File: src/rtl/sample_coder_pkg.sv
package sample_coder_pkg;
   typedef enum logic [1:0] {
      FMT_OFFSET = 2'd0,
      FMT_TWOS   = 2'd1,
      FMT_GRAY   = 2'd2
   } fmt_e;

   localparam logic [1:0] MODE_LVDS_LO = 2'd0;
   localparam logic [1:0] MODE_LVDS_HI = 2'd1;
   localparam logic [1:0] MODE_CMOS    = 2'd2;

   localparam int FIELD_W = 3;
   localparam int CODE_W  = 2;
endpackage

File: src/rtl/sc_cfg_reg.sv
module sc_cfg_reg
   import sample_coder_pkg::*;
#(
   parameter int DATA_W   = 8,
   parameter int FMT_LSB  = 0,
   parameter int MODE_LSB = 5
) (
   input  logic               clk,
   input  logic               rst_n,
   input  logic               we,
   input  logic [DATA_W-1:0]  wdata,
   output logic [FIELD_W-1:0] fmt_field,
   output logic [FIELD_W-1:0] mode_field
);
   if (FMT_LSB + FIELD_W > DATA_W || MODE_LSB + FIELD_W > DATA_W) begin : g_bad_layout
      $error("sc_cfg_reg: field does not fit in register");
   end

   // hard reset only: the soft reset does not reach this register
   always_ff @(posedge clk or negedge rst_n) begin
      if (!rst_n) begin
         fmt_field  <= '0;
         mode_field <= '0;
      end else if (we) begin
         fmt_field  <= wdata[FMT_LSB +: FIELD_W];
         mode_field <= wdata[MODE_LSB +: FIELD_W];
      end
   end
endmodule

File: src/rtl/sc_field_sel.sv
module sc_field_sel
   import sample_coder_pkg::*;
#(
   parameter logic [CODE_W-1:0] CODE_B0 = 2'd0,
   parameter logic [CODE_W-1:0] CODE_B1 = 2'd1,
   parameter logic [CODE_W-1:0] CODE_B2 = 2'd2
) (
   input  logic [FIELD_W-1:0] field,
   input  logic [1:0]         strap,
   output logic [CODE_W-1:0]  code
);
   logic [CODE_W-1:0] strap_code;

   // three-level strap: low, mid, high; the unused code falls back to the low setting
   always_comb begin
      case (strap)
         2'b01:   strap_code = 2'd1;
         2'b10:   strap_code = 2'd2;
         default: strap_code = 2'd0;
      endcase
   end

   always_comb begin
      case (field)
         3'b001:  code = CODE_B0;
         3'b010:  code = CODE_B1;
         3'b100:  code = CODE_B2;
         default: code = strap_code;
      endcase
   end
endmodule

File: src/rtl/sc_recode.sv
module sc_recode
   import sample_coder_pkg::*;
#(
   parameter int SAMPLE_W = 10
) (
   input  logic [CODE_W-1:0]   fmt,
   input  logic [SAMPLE_W-1:0] bin,
   output logic [SAMPLE_W-1:0] coded
);
   localparam int MSB = SAMPLE_W - 1;

   logic [SAMPLE_W-1:0] gray;
   logic [SAMPLE_W-1:0] twos;

   assign gray[MSB] = bin[MSB];
   for (genvar i = 0; i < MSB; i++) begin : g_gray
      assign gray[i] = bin[i] ^ bin[i+1];
   end

   assign twos = {~bin[MSB], bin[MSB-1:0]};

   always_comb begin
      case (fmt)
         FMT_TWOS: coded = twos;
         FMT_GRAY: coded = gray;
         default:  coded = bin;
      endcase
   end
endmodule

File: src/rtl/sample_coder.sv
module sample_coder
   import sample_coder_pkg::*;
#(
   parameter int SAMPLE_W = 10,
   parameter int CFG_W    = 8
) (
   input  logic                clk,
   input  logic                rst_n,
   input  logic                soft_rst_n,
   input  logic                cfg_we,
   input  logic [CFG_W-1:0]    cfg_wdata,
   input  logic [1:0]          fmt_strap,
   input  logic [1:0]          mode_strap,
   input  logic                in_valid,
   input  logic [SAMPLE_W-1:0] in_sample,
   output logic                out_valid,
   output logic [SAMPLE_W-1:0] out_sample,
   output logic [1:0]          out_mode
);
   localparam logic [SAMPLE_W-1:0] MSB_MASK = {1'b1, {(SAMPLE_W-1){1'b0}}};

   if (SAMPLE_W < 2) begin : g_bad_width
      $error("sample_coder: SAMPLE_W must be at least 2");
   end
   if (CFG_W != 8) begin : g_bad_cfg
      $error("sample_coder: CFG_W must be 8");
   end

   logic [FIELD_W-1:0]  fmt_field;
   logic [FIELD_W-1:0]  mode_field;
   logic [CODE_W-1:0]   fmt_code;
   logic [SAMPLE_W-1:0] coded;

   sc_cfg_reg #(.DATA_W(CFG_W), .FMT_LSB(0), .MODE_LSB(5)) u_cfg (
      .clk        (clk),
      .rst_n      (rst_n),
      .we         (cfg_we),
      .wdata      (cfg_wdata),
      .fmt_field  (fmt_field),
      .mode_field (mode_field)
   );

   sc_field_sel #(.CODE_B0(FMT_TWOS), .CODE_B1(FMT_GRAY), .CODE_B2(FMT_OFFSET)) u_fmt_sel (
      .field (fmt_field),
      .strap (fmt_strap),
      .code  (fmt_code)
   );

   sc_field_sel #(.CODE_B0(MODE_LVDS_LO), .CODE_B1(MODE_LVDS_HI), .CODE_B2(MODE_CMOS)) u_mode_sel (
      .field (mode_field),
      .strap (mode_strap),
      .code  (out_mode)
   );

   sc_recode #(.SAMPLE_W(SAMPLE_W)) u_recode (
      .fmt   (fmt_code),
      .bin   (in_sample),
      .coded (coded)
   );

   always_ff @(posedge clk or negedge rst_n) begin
      if (!rst_n) begin
         out_valid  <= 1'b0;
         out_sample <= '0;
      end else if (!soft_rst_n) begin
         out_valid  <= 1'b0;
         out_sample <= '0;
      end else begin
         out_valid <= in_valid;
         if (in_valid) out_sample <= coded;
      end
   end

   assert_valid_delay_R8: assert property (@(posedge clk) disable iff (!rst_n)
      ($past(rst_n) && $past(soft_rst_n)) |-> (out_valid == $past(in_valid)));

   assert_hold_idle_R8: assert property (@(posedge clk) disable iff (!rst_n)
      ($past(rst_n) && $past(soft_rst_n) && !$past(in_valid)) |-> $stable(out_sample));

   assert_twos_out_R2: assert property (@(posedge clk) disable iff (!rst_n)
      ($past(rst_n) && $past(soft_rst_n) && $past(in_valid) && $past(fmt_code) == FMT_TWOS)
      |-> (out_sample == ($past(in_sample) ^ MSB_MASK)));

   assert_gray_out_R3: assert property (@(posedge clk) disable iff (!rst_n)
      ($past(rst_n) && $past(soft_rst_n) && $past(in_valid) && $past(fmt_code) == FMT_GRAY)
      |-> (out_sample == ($past(in_sample) ^ ($past(in_sample) >> 1))));

   assert_mode_legal_R6: assert property (@(posedge clk) disable iff (!rst_n)
      out_mode != 2'b11);

   assert_soft_flush_R9: assert property (@(posedge clk) disable iff (!rst_n)
      !soft_rst_n |=> (!out_valid && out_sample == '0));

   assert_cfg_kept_R9: assert property (@(posedge clk) disable iff (!rst_n)
      ($past(rst_n) && !$past(soft_rst_n) && !$past(cfg_we))
      |-> ($stable(fmt_field) && $stable(mode_field)));
endmodule

File: config.mk
export PLATFORM = sky130hd
export DESIGN_NAME = sample_coder
export DESIGN_NICKNAME = d
export VERILOG_FILES = /design/src/rtl/sample_coder_pkg.sv /design/src/rtl/sc_cfg_reg.sv /design/src/rtl/sc_field_sel.sv /design/src/rtl/sc_recode.sv /design/src/rtl/sample_coder.sv
export SDC_FILE = /design/constraint.sdc
export NUM_CORES = 1
export LEC_CHECK = 0
export ABC_CLOCK_PERIOD_IN_PS = 2310
export BUFFER_PORTS_ARGS = -buffer_cell sky130_fd_sc_hd__buf_4
export CAP_MARGIN = 20
export CORE_UTILIZATION = 47
export CTS_CLUSTER_DIAMETER = 50
export DETAILED_ROUTE_END_ITERATION = 16
export GPL_ROUTABILITY_DRIVEN = 0
export PLACE_DENSITY = 0.78
export SLEW_MARGIN = 15
export SYNTH_ARGS = -nofsm -noshare
export SYNTH_HDL_FRONTEND = slang
export SYNTH_SLANG_ARGS = --single-unit
File: constraint.sdc
create_clock -name clk -period 2.31 [get_ports clk]
set_input_delay 0.231 -clock clk [delete_from_list [all_inputs] [get_ports clk]]
set_output_delay 0.231 -clock clk [all_outputs]
set_load 0.005 [all_outputs]
Yosys cells after proc, flatten, opt, wreduce, memory -nomap -nowiden
Cells that the tools add are included.
{"block": "op_classes", "n_lt_le_gt_ge": 0, "div_mod_pow": 0, "bitwise_logic": 10, "n_mul": 0, "muxes": 8, "n_shift": 0, "eq_ne": 13, "n_reduce_logical": 0, "addsub": 0}
{"cell": "$mux 10", "n": 2}
{"cell": "$pmux 10 s2", "n": 1}
{"cell": "$pmux 2 s3", "n": 2}
{"cell": "$xor 1x1->1", "n": 9}
{"cell": "$pmux 2 s2", "n": 2}
{"cell": "$eq 2x1->1 const B", "n": 3}
{"cell": "$eq 2x2->1 const B", "n": 3}
{"cell": "$eq 3x1->1 const B", "n": 2}
{"cell": "$eq 3x2->1 const B", "n": 2}
{"cell": "$eq 3x3->1 const B", "n": 2}
{"cell": "$ne 2x1->1 const B", "n": 1}
{"cell": "$mux 1", "n": 1}
{"cell": "$not 1->1", "n": 1}
{"block": "word_totals", "in_bits": 27, "reg_bits": 17, "mem_bits_ro": 0, "latchBits": 0, "memories": 0, "ramBits": 0, "out_inout_bits": 13}

Logic depth before layout (Yosys ltp)
Gate-level depths: netlist of the first run.
{"block": "logic_depth", "word_depth": 7, "depth_mapped": 8}

By module
A second synthesis of the first run with hierarchy kept.
{"block": "hier_totals", "hier_cells": 112, "area_unflattened_um2": 1162.4}
{"mod": "sample_coder", "area_each_um2": 460.4, "n_inst": 1, "seq_area_each_um2": 275.3, "cells_each": 34}
{"mod": "sc_recode", "area_each_um2": 340.3, "n_inst": 1, "seq_area_each_um2": 0.0, "cells_each": 47}
{"mod": "sc_cfg_reg", "area_each_um2": 251.5, "n_inst": 1, "seq_area_each_um2": 150.1, "cells_each": 13}
{"mod": "sc_field_sel", "area_each_um2": 55.1, "n_inst": 2, "seq_area_each_um2": 0.0, "cells_each": 9}

Least setup slack after synthesis of the first run
OpenSTA, ideal clock, no wires.
{"block": "synth_path", "path_type": "input to register", "from": "input fmt_strap[1]", "to": "register out_sample[0]", "arrival_ps": 1728, "required_ps": 2184, "path_slack_ps": 456, "n_path_buf": 0, "cell_stages": 7, "setup_time_ps": 126, "cell_sequence": "nand2b_1 -> nor2b_1 -> o32a_1 -> ha_1 -> nor2_2 -> a21oi_1 -> a221o_1"}
{"block": "synth_between", "elab_chain_len": 7, "elab_cells_between_ends": 9, "classes_between": "4 x eq/ne; 5 x mux"}
{"element": "start: declaration", "line_no": "sample_coder.sv:12", "rtl": "input logic [1:0] fmt_strap,"}
{"element": "$eq 2x2->1 / $eq 2x1->1 (equally long branches)", "line_no": "sc_field_sel.sv:16", "rtl": "case (strap)"}
{"element": "$pmux 2 s2 (*)", "line_no": "sc_field_sel.sv:16"}
{"element": "$pmux 2 s3 (*)", "line_no": "sc_field_sel.sv:24", "rtl": "case (field)"}
{"element": "$eq 2x2->1 / $eq 2x1->1 (equally long branches)", "line_no": "sc_recode.sv:23", "rtl": "case (fmt)"}
{"element": "$pmux 10 s2 (*)", "line_no": "sc_recode.sv:23"}
{"element": "$mux 10 (*)", "line_no": "sample_coder.sv:70", "rtl": "if (in_valid) out_sample <= coded;"}
{"element": "$mux 10 (*)", "line_no": "sample_coder.sv:65", "rtl": "end else if (!soft_rst_n) begin"}
{"element": "end signal: assignment", "line_no": "sample_coder.sv:70"}
{"element": "end: declaration", "line_no": "sample_coder.sv:17", "rtl": "output logic [SAMPLE_W-1:0] out_sample,"}
Mark *: on every way between the ends. The rest lies on a longest branch, timed or not. The select of a mux whose other input is x is not followed.
A chain may end at the register's enable or synchronous reset.

Worst setup path after layout of the first run
{"block": "layout_path", "from": "register u_cfg.fmt_field[2]", "to": "register out_sample[5]"}
{"block": "layout_between", "elab_chain_len": 6, "elab_cells_between_ends": 9, "classes_between": "5 x eq/ne; 4 x mux"}
{"element": "start: declaration", "line_no": "sc_cfg_reg.sv:12", "rtl": "output logic [FIELD_W-1:0] fmt_field,"}
{"element": "start signal: assignment", "line_no": "sc_cfg_reg.sv:25", "rtl": "fmt_field <= wdata[FMT_LSB +: FIELD_W];"}
{"element": "$eq 3x3->1 (tied with other cells)", "line_no": "sc_field_sel.sv:24"}
{"element": "$pmux 2 s3 (*)", "line_no": "sc_field_sel.sv:24"}
{"element": "$eq 2x2->1 / $eq 2x1->1 (equally long branches)", "line_no": "sc_recode.sv:23"}
{"element": "$pmux 10 s2 (*)", "line_no": "sc_recode.sv:23"}
{"element": "$mux 10 (*)", "line_no": "sample_coder.sv:70"}
{"element": "$mux 10 (*)", "line_no": "sample_coder.sv:65"}
Marked as above.

==> impl_metrics.xml, run 1 <==
<?xml version="1.0" encoding="UTF-8"?>
<metrics>
  <group name="setup_path">
    <metric name="reg2reg_depth" unit="">5</metric>
    <metric name="cp_slowest_stage_delay" unit="ns">0.46</metric>
    <metric name="worst_path_dominant_cell_family" unit="">compound AO/OA/AOI/OAI gates</metric>
    <metric name="crit_path_max_fanout" unit="">9</metric>
    <metric name="launch_point_of_the_worst_reg_to_reg_path" unit="">u_cfg.fmt_field[2]</metric>
    <metric name="critical_path.reg2reg.endpoint" unit="">out_sample[5]</metric>
    <metric name="critPathRequiredTime" unit="ns">2.50</metric>
    <metric name="setup.worst_path.start_class" unit="">flip-flop</metric>
    <metric name="critical_path.cell_chain" unit="">o32a_1 -&gt; ha_1 -&gt; nor2_2 -&gt; a21oi_1 -&gt; a221o_1</metric>
    <metric name="path_buf_inv" unit="">0</metric>
    <metric name="crit_path_top_delay_cell" unit="">sky130_fd_sc_hd__dfrtp_1</metric>
    <metric name="critical_path.endpoint_type" unit="">flip-flop</metric>
    <metric name="worstPathArrival" unit="ns">2.25</metric>
    <metric name="worst-setup-path-type" unit="">reg2reg</metric>
    <metric name="ff2ff_setup_slack" unit="ns">0.25</metric>
  </group>
  <group name="synth">
    <metric name="async_sr_flop_fraction" unit="%">100</metric>
    <metric name="synth_cells" unit="">93</metric>
    <metric name="synth.avg_cell_area" unit="sq um">10.7</metric>
    <metric name="synth-edff-count" unit="">0</metric>
    <metric name="ys_dominant_reg_cell" unit="">sky130_fd_sc_hd__dfrtp_1</metric>
    <metric name="sequential_element_share_of_the_synthesized_area" unit="%">42.6</metric>
    <metric name="synth_cell_types" unit="">25</metric>
    <metric name="yosysTopAreaCellShare" unit="%">42.6</metric>
    <metric name="synthesis.area" unit="sq um">1000</metric>
    <metric name="synth.area.top_cells" unit="">sky130_fd_sc_hd__dfrtp_1, sky130_fd_sc_hd__a221o_1, sky130_fd_sc_hd__nand2b_1</metric>
    <metric name="synth_commonest_cells" unit="">sky130_fd_sc_hd__dfrtp_1, sky130_fd_sc_hd__a21oi_1, sky130_fd_sc_hd__nand2b_1, sky130_fd_sc_hd__nor3b_1, sky130_fd_sc_hd__a221o_1</metric>
    <metric name="synth.largest_area_cell" unit="">sky130_fd_sc_hd__dfrtp_1</metric>
    <metric name="synth_warnings" unit="">0</metric>
    <metric name="synth-seq-cells" unit="">17</metric>
    <metric name="syn-num-nets" unit="">122</metric>
    <metric name="synthMostInstantiatedCell" unit="">sky130_fd_sc_hd__dfrtp_1</metric>
  </group>
  <group name="global_route">
    <metric name="grt_start_max_net_pins" unit="">18</metric>
    <metric name="grt-ovfl-total" unit="">0</metric>
    <metric name="grt.total_usage" unit="%">21.3</metric>
    <metric name="first_pass_grt_wire_length" unit="um">3310</metric>
    <metric name="first_global_vias" unit="">779</metric>
    <metric name="grt_antenna_before_repair" unit="">0</metric>
  </group>
  <group name="clock_network">
    <metric name="clk-insertion-delay-late" unit="ns">0.29</metric>
    <metric name="numCtsBuffers" unit="">3</metric>
    <metric name="cts.sink_count" unit="">17</metric>
    <metric name="cts_post_setup_buffers_inserted" unit="">0</metric>
    <metric name="cts_root_buffer" unit="">sky130_fd_sc_hd__clkbuf_4</metric>
    <metric name="cts-htree-levels" unit="">1</metric>
    <metric name="clk_pin_slew_worst_paths" unit="ns">0.09</metric>
    <metric name="clock_tree_from_tritoncts" unit="">done</metric>
    <metric name="clock_tree.buffer_depth" unit="">2</metric>
  </group>
  <group name="pwr">
    <metric name="p_leak" unit="uW">0.000614</metric>
    <metric name="finalPower" unit="uW">719</metric>
    <metric name="ir_drop" unit="mV">0.394</metric>
    <metric name="power-per-cell-area" unit="nW/um^2">543</metric>
  </group>
  <group name="sta">
    <metric name="rsz_0062_raised_after_global_routing" unit="">false</metric>
    <metric name="relSlewSlack" unit="%">55.6</metric>
    <metric name="finalSetupViolations" unit="">0</metric>
    <metric name="setup_total_negative_slack" unit="ns">0</metric>
    <metric name="actual_slew_at_the_worst_max_slew_pin" unit="ns">0.665</metric>
    <metric name="final.min_clock_period" unit="ns">2.06</metric>
    <metric name="maxClockFrequency" unit="MHz">486</metric>
    <metric name="timing_max_transition_violations_final" unit="">0</metric>
    <metric name="timing.clock.skew" unit="ns">0.000760</metric>
    <metric name="min_period_over_period" unit="%">89.1</metric>
    <metric name="endpoints_failing_hold" unit="">0</metric>
  </group>
  <group name="route">
    <metric name="postRouteAntennaNets" unit="">0</metric>
    <metric name="post_drt_via_cell_ratio" unit="">5.69</metric>
    <metric name="vias" unit="">904</metric>
    <metric name="drt_pre_antenna_iters" unit="">4</metric>
    <metric name="finalWirelength" unit="um">2160</metric>
    <metric name="post_drt_wl_per_cell" unit="um">13.6</metric>
    <metric name="drcViolationCount" unit="">0</metric>
    <metric name="drt_iter0_markers" unit="">15</metric>
  </group>
  <group name="floorplan">
    <metric name="die_area" unit="sq um">2320</metric>
    <metric name="die_h" unit="um">48.1</metric>
    <metric name="core_region_area" unit="sq um">1980</metric>
    <metric name="rows" unit="">16</metric>
    <metric name="io-pin-count" unit="">40</metric>
    <metric name="die_wd" unit="um">48.1</metric>
    <metric name="initial_util" unit="%">50.4</metric>
  </group>
  <group name="min_path">
    <metric name="holdCritStartpoint" unit="">cfg_wdata[7]</metric>
    <metric name="hold_path_depth" unit="">2</metric>
    <metric name="hold_path.class" unit="">in2reg</metric>
    <metric name="worstHoldEndpoint" unit="">u_cfg.mode_field[2]</metric>
  </group>
  <group name="outcome">
    <metric name="outcome" unit="">finished clean</metric>
  </group>
  <group name="finish">
    <metric name="antenna-diode-count" unit="">0</metric>
    <metric name="finish.net_count" unit="">162</metric>
    <metric name="fillers" unit="">156</metric>
    <metric name="syn_to_final_growth" unit="%">32.5</metric>
    <metric name="drive_above_1_share" unit="%">37.1</metric>
  </group>
  <group name="job">
    <metric name="timing.max_cap.violations" unit="">0</metric>
  </group>
  <group name="place">
    <metric name="buffer_ports.inserted" unit="">37</metric>
    <metric name="dp_hpwl" unit="um">1560</metric>
  </group>
</metrics>
timing repair:
item,CTS,global route
gates resized for setup,0,0
hold endpoints to repair,17,0
setup endpoints to repair,0,0
hold buffers,1,0
cell type report:
type / instances / area (sq um) / area share [%]
sequential: 17 / 425 / 32.1
multi-input combinational: 70 / 541 / 40.8
inverter: 3 / 11.3 / 0.850
clock buffer: 4 / 26.3 / 1.98
tap: 27 / 33.8 / 2.55
timing repair buffer: 38 / 288 / 21.7
kinds of logic (layout without fill, tap and decap cells):
logic type | after synthesis | after routing | share of synthesized area (%)
xor+xnor | 1 | 1 | 0.876
mux | 6 | 6 | 6.76
buf+inv | 6 | 45 | 3.38
fa+ha+maj | 2 | 2 | 2.50
simple gates | 29 | 29 | 20.7
flops | 17 | 17 | 42.6
compound gates | 32 | 32 | 23.3
stage by stage:
| step | area, sq um | util, % | std cells | hold slack, ns | setup slack (ns) |
|---|---|---|---|---|---|
| 3_5_place_dp | 1290 | 65.0 | 154 | 0.107 | 0.126 |
| 6_report | 1330 | 66.9 | 159 | 0.160 | 0.252 |
| 2_1_floorplan | 1000 | - | 93 | -0.0646 | 0.456 |
| 5_1_grt | 1330 | 66.9 | 159 | 0.161 | 0.165 |
| 3_3_place_gp | 1290 | 65.0 | 154 | 0.107 | 0.173 |
| 4_1_cts | 1330 | 66.9 | 159 | 0.159 | 0.286 |
worst register-to-register path, stage by stage (launching register included):
cell	delay (ns)
sky130_fd_sc_hd__dfrtp_1	0.46
sky130_fd_sc_hd__o32a_1	0.36
sky130_fd_sc_hd__ha_1	0.35
sky130_fd_sc_hd__nor2_2	0.33
sky130_fd_sc_hd__a21oi_1	0.15
sky130_fd_sc_hd__a221o_1	0.31
where the power goes:
group	total (uW)	internal, uW	switching [uW]
Clock	160	67.4	92.7
Sequential	349	324	24.5
Combinational	211	117	93.9
layout by cell type (no fill, tap or decap):
| master | synthesis | layout |
|---|---|---|
| sky130_fd_sc_hd__a211o_1 | 1 | 1 |
| sky130_fd_sc_hd__a21oi_1 | 13 | 13 |
| sky130_fd_sc_hd__a221o_1 | 8 | 8 |
| sky130_fd_sc_hd__a31oi_1 | 1 | 1 |
| sky130_fd_sc_hd__a32o_1 | 1 | 1 |
| sky130_fd_sc_hd__buf_4 | 1 | 37 |
| sky130_fd_sc_hd__clkbuf_1 | 1 | 1 |
| sky130_fd_sc_hd__clkbuf_4 | 0 | 3 |
| sky130_fd_sc_hd__dfrtp_1 | 17 | 17 |
| sky130_fd_sc_hd__dlygate4sd3_1 | 0 | 1 |
| sky130_fd_sc_hd__ha_1 | 2 | 2 |
| sky130_fd_sc_hd__inv_1 | 3 | 3 |
| sky130_fd_sc_hd__mux2_2 | 6 | 6 |
| sky130_fd_sc_hd__nand2_1 | 2 | 2 |
| sky130_fd_sc_hd__nand2b_1 | 11 | 11 |
| sky130_fd_sc_hd__nand3_1 | 1 | 1 |
| sky130_fd_sc_hd__nand4b_4 | 1 | 1 |
| sky130_fd_sc_hd__nor2_2 | 1 | 1 |
| sky130_fd_sc_hd__nor2b_1 | 3 | 3 |
| sky130_fd_sc_hd__nor3b_1 | 9 | 9 |
| sky130_fd_sc_hd__o21ai_0 | 2 | 2 |
| sky130_fd_sc_hd__o22ai_1 | 1 | 1 |
| sky130_fd_sc_hd__o32a_1 | 2 | 2 |
| sky130_fd_sc_hd__o32ai_1 | 3 | 3 |
| sky130_fd_sc_hd__or3b_2 | 1 | 1 |
| sky130_fd_sc_hd__xnor2_1 | 1 | 1 |
how the worst max path moves through the flow:
| stage | start | to | slack (ns) | cells after the start |
|---|---|---|---|---|
| final | u_cfg.fmt_field[2] | out_sample[5] | 0.25 | 5 |
| after global routing | u_cfg.fmt_field[2] | out_sample[4] | 0.16 | 6 |
| after CTS | u_cfg.fmt_field[0] | out_sample[5] | 0.29 | 6 |
| after global placement | fmt_strap[1] | out_sample[1] | 0.17 | 8 |
| after floorplan | fmt_strap[1] | out_sample[0] | 0.46 | 7 |
| after detailed placement | fmt_strap[1] | out_sample[5] | 0.13 | 8 |
routing by layer:
metal	routed length, um	share of wire (%)	GRT usage [%]
met4	44	2.0	8.89
met5	0	0	0
met2	993	46	33.2
met3	98	4.5	6.67
met1	1020	47	27.5
sequential cells by signal (all words and copies together), names as in the netlist:
signal / cells
out_sample: 10
u_cfg.fmt_field: 3
u_cfg.mode_field: 3
out_valid: 1
No activity file was read; power rests on OpenSTA's default activity.
==> run 2, diff against run 1 <==
- ABC_AREA: unset -> 1
==> run 2 against run 1 <==
Combinational power up 7%. Cell area up 3.0%. Global-route usage up 0.28 points. Critical endpoint is now out_sample[8]. Count of clock-buffer cells in the layout unchanged. Core utilization up 1.3 points. Highest routed layer unchanged.
==> impl_metrics.xml, run 2 <==
<?xml version="1.0" encoding="UTF-8"?>
<metrics>
  <group name="clock_network">
    <metric name="numCtsBuffers" unit="">3</metric>
    <metric name="cts_post_setup_buffers_inserted" unit="">0</metric>
    <metric name="clock_tree_from_tritoncts" unit="">done</metric>
    <metric name="cts.sink_count" unit="">17</metric>
    <metric name="cts-htree-levels" unit="">1</metric>
    <metric name="cts_root_buffer" unit="">sky130_fd_sc_hd__clkbuf_4</metric>
    <metric name="clk-insertion-delay-late" unit="ns">0.29</metric>
    <metric name="clk_pin_slew_worst_paths" unit="ns">0.09</metric>
    <metric name="clock_tree.buffer_depth" unit="">2</metric>
  </group>
  <group name="floorplan">
    <metric name="core_region_area" unit="sq um">2000</metric>
    <metric name="die_wd" unit="um">48.6</metric>
    <metric name="rows" unit="">16</metric>
    <metric name="initial_util" unit="%">51.1</metric>
    <metric name="die_area" unit="sq um">2370</metric>
    <metric name="die_h" unit="um">48.6</metric>
    <metric name="io-pin-count" unit="">40</metric>
  </group>
  <group name="global_route">
    <metric name="grt-ovfl-total" unit="">0</metric>
    <metric name="grt_start_max_net_pins" unit="">18</metric>
    <metric name="grt.total_usage" unit="%">21.6</metric>
    <metric name="first_pass_grt_wire_length" unit="um">3900</metric>
    <metric name="grt_antenna_before_repair" unit="">0</metric>
    <metric name="first_global_vias" unit="">981</metric>
  </group>
  <group name="finish">
    <metric name="antenna-diode-count" unit="">0</metric>
    <metric name="mostFrequentLayoutCell" unit="">sky130_fd_sc_hd__nand2_1</metric>
    <metric name="syn_to_final_growth" unit="%">33.5</metric>
    <metric name="postLayoutCoreUtil" unit="%">68.2</metric>
    <metric name="largest_register_ffs" unit="">10</metric>
    <metric name="top_regs" unit="">out_sample: 10 flops, u_cfg.fmt_field: 3 flops, u_cfg.mode_field: 3 flops</metric>
    <metric name="top_register" unit="">out_sample</metric>
    <metric name="finish.net_count" unit="">228</metric>
    <metric name="commonest_cells_after_routing_fill_and_taps_aside" unit="">sky130_fd_sc_hd__nand2_1, sky130_fd_sc_hd__buf_4, sky130_fd_sc_hd__nor2_1, sky130_fd_sc_hd__dfrtp_1, sky130_fd_sc_hd__inv_1</metric>
    <metric name="drive_above_1_share" unit="%">24.7</metric>
  </group>
  <group name="pwr">
    <metric name="p_leak" unit="uW">0.000805</metric>
    <metric name="power-per-cell-area" unit="nW/um^2">527</metric>
    <metric name="finalPower" unit="uW">719</metric>
    <metric name="ir_drop" unit="mV">0.432</metric>
  </group>
  <group name="setup_path">
    <metric name="path_buf_inv" unit="">1</metric>
    <metric name="critical_path.reg2reg.endpoint" unit="">out_sample[8]</metric>
    <metric name="ff2ff_setup_slack" unit="ns">0.65</metric>
    <metric name="crit_path_top_delay_cell" unit="">sky130_fd_sc_hd__dfrtp_1</metric>
    <metric name="worst_path_dominant_cell_family" unit="">simple AND/OR/NAND/NOR gates</metric>
    <metric name="critPathRequiredTime" unit="ns">2.54</metric>
    <metric name="critical_path.endpoint_type" unit="">flip-flop</metric>
    <metric name="reg2reg_depth" unit="">10</metric>
    <metric name="cp_slowest_stage_delay" unit="ns">0.41</metric>
    <metric name="launch_point_of_the_worst_reg_to_reg_path" unit="">u_cfg.fmt_field[1]</metric>
    <metric name="critical-path-top-cell-by-count" unit="">sky130_fd_sc_hd__nand2_1</metric>
    <metric name="critical_path.cell_chain" unit="">inv_1 -&gt; nand3_1 -&gt; nand3_1 -&gt; nand2_1 -&gt; ha_1 -&gt; nor2_4 -&gt; nand2_1 -&gt; nand2_1 -&gt; nand2_1 -&gt; nand2_1</metric>
    <metric name="crit_path_max_fanout" unit="">9</metric>
    <metric name="setup.worst_path.start_class" unit="">flip-flop</metric>
    <metric name="worst-setup-path-type" unit="">reg2reg</metric>
    <metric name="worstPathArrival" unit="ns">1.89</metric>
  </group>
  <group name="route">
    <metric name="post_drt_via_cell_ratio" unit="">4.74</metric>
    <metric name="vias" unit="">1066</metric>
    <metric name="drcViolationCount" unit="">0</metric>
    <metric name="drt_iter0_markers" unit="">21</metric>
    <metric name="postRouteAntennaNets" unit="">0</metric>
    <metric name="post_drt_wl_per_cell" unit="um">10.5</metric>
    <metric name="drt_pre_antenna_iters" unit="">4</metric>
    <metric name="finalWirelength" unit="um">2360</metric>
  </group>
  <group name="sta">
    <metric name="timing_max_transition_violations_final" unit="">0</metric>
    <metric name="finalSetupViolations" unit="">0</metric>
    <metric name="relSlewSlack" unit="%">82.7</metric>
    <metric name="min_period_over_period" unit="%">71.7</metric>
    <metric name="maxClockFrequency" unit="MHz">603</metric>
    <metric name="setup_total_negative_slack" unit="ns">0</metric>
    <metric name="final.min_clock_period" unit="ns">1.66</metric>
    <metric name="actual_slew_at_the_worst_max_slew_pin" unit="ns">0.259</metric>
    <metric name="postLayoutSetupSlackWorst" unit="ns">0.653</metric>
    <metric name="endpoints_failing_hold" unit="">0</metric>
    <metric name="rsz_0062_raised_after_global_routing" unit="">false</metric>
    <metric name="timing.clock.skew" unit="ns">0.00739</metric>
  </group>
  <group name="synth">
    <metric name="async_sr_flop_fraction" unit="%">100</metric>
    <metric name="synth-edff-count" unit="">0</metric>
    <metric name="synth-seq-cells" unit="">17</metric>
    <metric name="synthesis.area" unit="sq um">1020</metric>
    <metric name="synth_cell_types" unit="">15</metric>
    <metric name="synth_cells" unit="">157</metric>
    <metric name="synth.area.top_cells" unit="">sky130_fd_sc_hd__dfrtp_1, sky130_fd_sc_hd__nand2_1, sky130_fd_sc_hd__nor2_1</metric>
    <metric name="syn-num-nets" unit="">186</metric>
    <metric name="synth_commonest_cells" unit="">sky130_fd_sc_hd__nand2_1, sky130_fd_sc_hd__nor2_1, sky130_fd_sc_hd__dfrtp_1, sky130_fd_sc_hd__inv_1, sky130_fd_sc_hd__nand3_1</metric>
    <metric name="synthMostInstantiatedCell" unit="">sky130_fd_sc_hd__nand2_1</metric>
    <metric name="synth.avg_cell_area" unit="sq um">6.51</metric>
    <metric name="sequential_element_share_of_the_synthesized_area" unit="%">41.6</metric>
    <metric name="yosysTopAreaCellShare" unit="%">41.6</metric>
    <metric name="ys_dominant_reg_cell" unit="">sky130_fd_sc_hd__dfrtp_1</metric>
    <metric name="synth_warnings" unit="">0</metric>
    <metric name="synth.largest_area_cell" unit="">sky130_fd_sc_hd__dfrtp_1</metric>
  </group>
  <group name="min_path">
    <metric name="hold_path_depth" unit="">3</metric>
    <metric name="holdCritStartpoint" unit="">cfg_wdata[7]</metric>
    <metric name="hold_path.class" unit="">in2reg</metric>
    <metric name="worstHoldEndpoint" unit="">u_cfg.mode_field[2]</metric>
  </group>
  <group name="job">
    <metric name="timing.max_cap.violations" unit="">0</metric>
  </group>
  <group name="place">
    <metric name="pre_cts_ws" unit="ns">0.668</metric>
    <metric name="buffer_ports.inserted" unit="">37</metric>
    <metric name="dp_hpwl" unit="um">1830</metric>
  </group>
  <group name="outcome">
    <metric name="outcome" unit="">finished clean</metric>
  </group>
</metrics>
==> run 2: cell types whose count changed in the layout (fill, tap and decap cells not counted), sizes merged, moves of 6 or more <==
cell | previous run | this run
a21oi | 13 | 0
nand2b | 11 | 0
nand3 | 1 | 10
inv | 3 | 16
nor3b | 9 | 0
nor2 | 1 | 24
a221o | 8 | 0
nand2 | 2 | 79
mux2 | 6 | 0
==> run 2: layer usage <==
layer | global-route usage, % | share of wire, % | up-vias
met5 | 0 | 0 | -
met4 | 4.41 | 0.51 | 0
met3 | 8.18 | 4.6 | 2
met2 | 39.8 | 51 | 21
met1 | 23.2 | 44 | 486
li1 | - | - | 557
==> run 2: layout make-up <==
type / instances / area [sq um]
inverter: 16 / 60.1
multi-input combinational: 123 / 532
fill: 191 / 637
clock buffer: 4 / 26.3
timing repair buffer: 38 / 288
sequential: 17 / 425
tap: 27 / 33.8
==> run 2: per-stage QoR <==
step	hold slack (ns)	std cells	cell area, sq um
floorplan	-0.0646	157	1020
global placement	0.107	220	1330
detailed placement	0.109	220	1330
CTS	0.137	225	1370
global route	0.131	225	1370
finish	0.146	225	1370
==> run 2: worst max-delay path by stage <==
stage                             startpoint             to  slack, ns  depth (start not counted)
after floorplan           u_cfg.fmt_field[2]  out_sample[0]       0.86                         11
after global placement    u_cfg.fmt_field[0]  out_sample[3]       0.74                         11
after detailed placement  u_cfg.fmt_field[1]  out_sample[8]       0.67                         10
after CTS                 u_cfg.fmt_field[0]  out_sample[8]       0.65                         11
after global routing      u_cfg.fmt_field[0]  out_sample[8]       0.53                         11
final                     u_cfg.fmt_field[1]  out_sample[8]       0.65                         10
==> run 2: timing repair <==
item / CTS / global route
hold buffers: 1 / 0
setup endpoints to repair: 0 / 0
gates resized for setup: 0 / 0
hold endpoints to repair: 17 / 0
==> run 2: report_power, final <==
part / switching, uW / leakage (uW) / internal, uW / total (uW)
Sequential: 14.2 / 0.000221 / 321 / 335
Combinational: 125 / 0.000568 / 100 / 225
Clock: 91.7 / 0.0000150 / 67.2 / 159
Total: 231 / 0.000805 / 488 / 719
==> run 2: worst register-to-register path, stage by stage (launching register included) <==
cell and delay, ns:
sky130_fd_sc_hd__dfrtp_1 0.41, sky130_fd_sc_hd__inv_1 0.08, sky130_fd_sc_hd__nand3_1 0.10, sky130_fd_sc_hd__nand3_1 0.09
sky130_fd_sc_hd__nand2_1 0.08, sky130_fd_sc_hd__ha_1 0.35, sky130_fd_sc_hd__nor2_4 0.25, sky130_fd_sc_hd__nand2_1 0.09
sky130_fd_sc_hd__nand2_1 0.07, sky130_fd_sc_hd__nand2_1 0.05, sky130_fd_sc_hd__nand2_1 0.05
==> run 2: logic make-up after synthesis <==
group                      Yosys count  share of synthesized area (%)
buffers and inverters               17                           6.36
and+or+nand+nor                    114                           45.9
DFF                                 17                           41.6
AOI/OAI and AO/OA                    7                           3.67
adders and majority gates            2                           2.45
